$ cat src/rtl/rr_exec_pkg.sv
package rr_exec_pkg;

  localparam int OP_BITS = 12;

  // Instruction bit assigned to each operation (decoded by the sequencer side too)
  localparam int BIT_CLR_AC = 11;
  localparam int BIT_CLR_E  = 10;
  localparam int BIT_CMP_AC = 9;
  localparam int BIT_CMP_E  = 8;
  localparam int BIT_ROT_R  = 7;
  localparam int BIT_ROT_L  = 6;
  localparam int BIT_INC    = 5;
  localparam int BIT_SK_POS = 4;
  localparam int BIT_SK_NEG = 3;
  localparam int BIT_SK_ZAC = 2;
  localparam int BIT_SK_ZE  = 1;
  localparam int BIT_HALT   = 0;

  typedef struct packed {
    logic active;
    logic clrAc;
    logic cmpAc;
    logic rotR;
    logic rotL;
    logic incAc;
    logic clrE;
    logic cmpE;
  } rrStrobes_t;

endpackage

$ cat src/rtl/rr_exec_ctrl.sv
module rr_exec_ctrl
  import rr_exec_pkg::*;
(
  input  logic               clk,
  input  logic               rstN,
  input  logic               opD7,
  input  logic               indirectBit,
  input  logic               stepT3,
  input  logic [OP_BITS-1:0] irLow,
  input  logic               acSign,
  input  logic               acZero,
  input  logic               eBit,
  output rrStrobes_t         strobes,
  output logic               pcIncr,
  output logic               seqClear,
  output logic               seqRun
);

  logic runQ;
  logic execNow;
  logic [3:0] skipReq;
  logic [3:0] skipCond;

  assign execNow = opD7 & ~indirectBit & stepT3 & runQ;

  always_comb begin
    strobes.active = execNow;
    strobes.clrAc  = execNow & irLow[BIT_CLR_AC];
    strobes.cmpAc  = execNow & irLow[BIT_CMP_AC];
    strobes.rotR   = execNow & irLow[BIT_ROT_R];
    strobes.rotL   = execNow & irLow[BIT_ROT_L];
    strobes.incAc  = execNow & irLow[BIT_INC];
    strobes.clrE   = execNow & irLow[BIT_CLR_E];
    strobes.cmpE   = execNow & irLow[BIT_CMP_E];
  end

  // Skip tests: request bits paired with their condition, reduced by OR
  assign skipReq  = {irLow[BIT_SK_POS], irLow[BIT_SK_NEG], irLow[BIT_SK_ZAC], irLow[BIT_SK_ZE]};
  assign skipCond = {~acSign, acSign, acZero, ~eBit};

  assign pcIncr   = execNow & |(skipReq & skipCond);
  assign seqClear = execNow;
  assign seqRun   = runQ;

  always_ff @(posedge clk) begin
    if (!rstN) runQ <= 1'b1;
    else if (execNow && irLow[BIT_HALT]) runQ <= 1'b0;
  end

  AST_HALT_DROPS_RUN: assert property (@(posedge clk) disable iff (!rstN)
    (opD7 && !indirectBit && stepT3 && seqRun && irLow[BIT_HALT]) |=> !seqRun) else $error("halt");
  AST_HALT_STICKY: assert property (@(posedge clk) disable iff (!rstN)
    !seqRun |=> !seqRun) else $error("sticky");
  AST_HALTED_QUIET: assert property (@(posedge clk) disable iff (!rstN)
    !seqRun |-> (!pcIncr && !seqClear)) else $error("quiet");
  AST_SKIP_ENDS_INSN: assert property (@(posedge clk) disable iff (!rstN)
    pcIncr |-> seqClear) else $error("skip");
  AST_NO_EXEC_INDIRECT: assert property (@(posedge clk) disable iff (!rstN)
    indirectBit |-> !seqClear) else $error("indirect");

endmodule

$ cat src/rtl/rr_exec_dpath.sv
module rr_exec_dpath
  import rr_exec_pkg::*;
#(
  parameter int DATA_W = 16
) (
  input  logic              clk,
  input  logic              rstN,
  input  rrStrobes_t        strobes,
  input  logic              extWrEn,
  input  logic [DATA_W-1:0] extAcData,
  input  logic              extEData,
  output logic [DATA_W-1:0] acQ,
  output logic              eQ
);

  localparam int MSB = DATA_W - 1;

  logic [DATA_W-1:0] acNext;
  logic              eNext;

  always_comb begin
    acNext = acQ;
    eNext  = eQ;
    if (strobes.active) begin
      if (strobes.clrAc)      acNext = '0;
      else if (strobes.cmpAc) acNext = ~acQ;
      else if (strobes.rotR)  acNext = {eQ, acQ[MSB:1]};
      else if (strobes.rotL)  acNext = {acQ[MSB-1:0], eQ};
      else if (strobes.incAc) acNext = acQ + DATA_W'(1);

      if (strobes.clrE)       eNext = 1'b0;
      else if (strobes.cmpE)  eNext = ~eQ;
      else if (strobes.rotR)  eNext = acQ[0];
      else if (strobes.rotL)  eNext = acQ[MSB];
    end else if (extWrEn) begin
      acNext = extAcData;
      eNext  = extEData;
    end
  end

  always_ff @(posedge clk) begin
    if (!rstN) begin
      acQ <= '0;
      eQ  <= 1'b0;
    end else begin
      acQ <= acNext;
      eQ  <= eNext;
    end
  end

  AST_CLR_AC_WINS: assert property (@(posedge clk) disable iff (!rstN)
    strobes.clrAc |=> acQ == '0) else $error("clr");
  AST_ROT_R_PAIR: assert property (@(posedge clk) disable iff (!rstN)
    (strobes.rotR && !strobes.clrAc && !strobes.cmpAc && !strobes.clrE && !strobes.cmpE)
    |=> (acQ == {$past(eQ), $past(acQ[MSB:1])}) && (eQ == $past(acQ[0]))) else $error("rotr");
  AST_INC_ALONE: assert property (@(posedge clk) disable iff (!rstN)
    (strobes.incAc && !strobes.clrAc && !strobes.cmpAc && !strobes.rotR && !strobes.rotL)
    |=> acQ == $past(acQ) + DATA_W'(1)) else $error("inc");
  AST_EXT_LOAD: assert property (@(posedge clk) disable iff (!rstN)
    (extWrEn && !strobes.active) |=> (acQ == $past(extAcData)) && (eQ == $past(extEData))) else $error("load");
  AST_CLR_E_WINS: assert property (@(posedge clk) disable iff (!rstN)
    strobes.clrE |=> !eQ) else $error("clre");

endmodule

$ cat src/rtl/rr_exec_unit.sv
module rr_exec_unit
  import rr_exec_pkg::*;
#(
  parameter int DATA_W = 16
) (
  input  logic              clk,
  input  logic              rstN,
  input  logic              opD7,
  input  logic              indirectBit,
  input  logic              stepT3,
  input  logic [11:0]       irLow,
  input  logic              extWrEn,
  input  logic [DATA_W-1:0] extAcData,
  input  logic              extEData,
  output logic [DATA_W-1:0] acValue,
  output logic              eValue,
  output logic              pcIncr,
  output logic              seqClear,
  output logic              seqRun
);

  rrStrobes_t strobes;

  rr_exec_ctrl ctrl_i (
    .clk         (clk),
    .rstN        (rstN),
    .opD7        (opD7),
    .indirectBit (indirectBit),
    .stepT3      (stepT3),
    .irLow       (irLow),
    .acSign      (acValue[DATA_W-1]),
    .acZero      (acValue == '0),
    .eBit        (eValue),
    .strobes     (strobes),
    .pcIncr      (pcIncr),
    .seqClear    (seqClear),
    .seqRun      (seqRun)
  );

  rr_exec_dpath #(.DATA_W(DATA_W)) dpath_i (
    .clk       (clk),
    .rstN      (rstN),
    .strobes   (strobes),
    .extWrEn   (extWrEn),
    .extAcData (extAcData),
    .extEData  (extEData),
    .acQ       (acValue),
    .eQ        (eValue)
  );

endmodule

$ cat config.mk
export PLATFORM = sky130hd
export DESIGN_NAME = rr_exec_unit
export DESIGN_NICKNAME = d
export VERILOG_FILES = /design/src/rtl/rr_exec_pkg.sv /design/src/rtl/rr_exec_ctrl.sv /design/src/rtl/rr_exec_dpath.sv /design/src/rtl/rr_exec_unit.sv
export SDC_FILE = /design/constraint.sdc
export NUM_CORES = 1
export LEC_CHECK = 0
export CAP_MARGIN = 25
export CORE_MARGIN = 2
export CORE_UTILIZATION = 50
export DETAILED_ROUTE_END_ITERATION = 8
export PLACE_DENSITY = 0.83
export SLEW_MARGIN = 20
export SYNTH_ARGS = -nofsm -noshare
export SYNTH_HDL_FRONTEND = slang
export SYNTH_SLANG_ARGS = --single-unit
export TNS_END_PERCENT = 20
$ cat constraint.sdc
create_clock -name clk -period 2.6 [get_ports clk]
set_input_delay 0.26 -clock clk [delete_from_list [all_inputs] [get_ports clk]]
set_output_delay 0.26 -clock clk [all_outputs]
set_load 0.005 [all_outputs]
==> flow_metrics.tcl <==
set metrics [dict create \
    status "finished, final reports clean" \
    drive_gt1_frac 0.114 \
    first_iter_violations 360 \
    cp_cell_sequence "inv_1, ha_1, nor4b_2, nand4_1, a31oi_1, clkdlybuf4s50_1" \
    path_buf_inv 2 \
    globalRouteMet1Util 0.441 \
    fp.dieH_um 66.2 \
    clockBufferDepth 2 \
    layout_common_cells "clkdlybuf4s50_1 (54), o21ai_0 (33), a21oi_1 (33)" \
    synth_cell_type_count 56 \
    power.leakage_nw 0.900 \
    post_cts_buffers 0 \
    start_kind "register" \
    antenna_found_initial 0 \
    die_x_um 66.2 \
    drc 0 \
    synth_area_um2 1930 \
    total_power_mw 0.929 \
    use_met3 0.0528 \
    cpPeakStageDelay_ns 0.55 \
    gp_congestion 0.992 \
    cp_max_fo 9 \
    synthXorXnorAreaFrac 0.0317 \
    clock_skew_ns 0.00143 \
    n_antenna_cell 0 \
    hp-class "register to register" \
    start_util 0.524 \
    synth_cells 275 \
    fin_setup_tns_ns 0 \
    async_flop_share 0 \
    synth_edf_count 0 \
    synth_compound_area_frac 0.402 \
    die_area_um2 4380 \
    synth_top_family_by_area "compound AO/OA/AOI/OAI gates" \
    min_from "ctrl_i.seqRun" \
    synth_area_per_cell_um2 7.03 \
    core_area_um2 3690 \
    grt_pass1_wl_um 10800 \
    h-tree-depth 1 \
    syn_nets 312 \
    met2_usage 0.470 \
    drtPass1Iterations 5 \
    hold_viol 0 \
    ys.flop_type "dfxtp_1" \
    clock_latency_ns 0.27 \
    wl_per_cell_um 18.0 \
    rows 22 \
    slowest_stage "clkdlybuf4s50_1" \
    io-pin-count 55 \
    worstMarginPinSlew_ns 0.601 \
    routed_via_density 6.65 \
    cts-root-buf "clkbuf_8" \
    muxShareOfSynthArea 0.0155 \
    cp-startpoint "dpath_i.acQ[1]" \
    overflow 0 \
    grt_max_degree 22 \
    grt_usage 0.312 \
    wl_um 6560 \
    fin_cells 365 \
    slew_violations 0 \
    ys_seq_area_frac 0.186 \
    synth_top_area_share 0.186 \
    finalSetupViolations 0 \
    critical_path.endpoint_type "output port" \
    yosys.area_share.simple 0.252 \
    placedCellCount 361 \
    r2r_setup_slack_ns 0.57 \
    fin_crit_sh 0.907 \
    power.density_nw_per_um2 364 \
    cts-buffers-inserted 3 \
    synth-adder-area-share 0.0129 \
    nNetsFinal 355 \
    critical-path-top-delay-family "buffers and inverters" \
    required_ns 2.34 \
    final_area_um2 2550 \
    place_area_um2 2490 \
    layout_commonest_cell "clkdlybuf4s50_1" \
    drv_cap 0 \
    detail-route-antenna-nets 0 \
    synth_top_cell_by_area "dfxtp_1" \
    synth-warning-count 0 \
    crit_type "register to output port" \
    grt_pass1_vias 2150 \
    synthToLayoutAreaGrowth_pct 32.0 \
    fmax_mhz 424 \
    r2r-start "dpath_i.acQ[4]" \
    clkTransAtPathRegs_ns 0.08 \
    fin_util 0.692 \
    critPathArrivalTime_ns 2.10 \
    dr_total_vias 2428 \
    ys_ff_latch 18 \
    clock-sinks 18 \
    tritoncts "done" \
    dpl.hpwl_um 4570 \
    grt-busiest-layer "met2" \
    cts-hold-fix-buffers 0 \
    irDropWorstVdd_v 0.000259 \
    portBuffers 54 \
    slew_headroom 0.598 \
    synth_area_leaders "dfxtp_1 (19%), a21oi_1 (8.5%), o21ai_0 (8.5%)" \
    rsz0062_at_grt "false" \
    fin_crit_ns 2.36 \
]
==> timing repair <==
action                                  in CTS  in global routing
endpoints found under the setup margin       0                  1
gates resized for setup                      0                  1
hold endpoints to repair                     0                  0
==> final timing paths <==
| kind | to | depth (start not counted) |
|---|---|---|
| max reg2reg | dpath_i.acQ[14] | 5 |
| min | ctrl_i.seqRun | 2 |
| max | pcIncr | 6 |
| min reg2reg | ctrl_i.seqRun | 2 |
==> layer usage <==
layer	up-vias	wire length [um]
met2	179	2990
met1	1110	2720
met3	12	787
met4	0	64
met5	-	0
li1	1127	-
==> cells in the mapped netlist (5+ instances only) <==
master / n
a21oi_1: 33
o21ai_0: 33
nand2_1: 21
dfxtp_1: 18
nor2_1: 16
clkbuf_1: 15
inv_1: 11
buf_2: 9
a31oi_1: 8
nand3_1: 7
o211ai_1: 7
xnor2_1: 6
nand4_1: 5
nor3_1: 5
nor4_1: 5
==> state kept, by name, summed over array words and instances, names as in the netlist <==
signal         flops
dpath_i.acQ       16
ctrl_i.seqRun      1
dpath_i.eQ         1
==> through the flow <==
step                      setup WS [ns]  hold slack, ns
after floorplan                   0.926           0.415
after global placement            0.508           0.491
after detailed placement          0.482           0.487
after CTS                         0.258           0.499
after global routing              0.128           0.539
final                             0.243           0.498
==> cell type report <==
class / instances / area (um2)
multi-input cells: 215 / 1390
fillers: 346 / 1140
repair buffers: 68 / 646
flip-flops and latches: 18 / 360
well taps: 48 / 60.1
clock buffers: 4 / 55.1
inverters: 12 / 45.0
==> worst register-to-register path, cell delays in order (launching register included) <==
cell      delay [ns]
dfxtp_1         0.63
nand4_2         0.31
nor4_1          0.39
xor2_1          0.11
a211oi_1        0.37
nor2_1          0.11
==> power by group <==
part           internal, mW  total (mW)  switching [mW]
logic                 0.171       0.319           0.148
clock network         0.135       0.251           0.116
registers             0.298       0.359          0.0608
total                 0.604       0.929           0.325
==> cell families after synthesis <==
family          Yosys count
buf+inv                  42
mux                       3
simple gates             83
fa+ha+maj                 2
xor+xnor                  7
flops                    18
compound gates          120
Power figures use the tool's default switching activity.
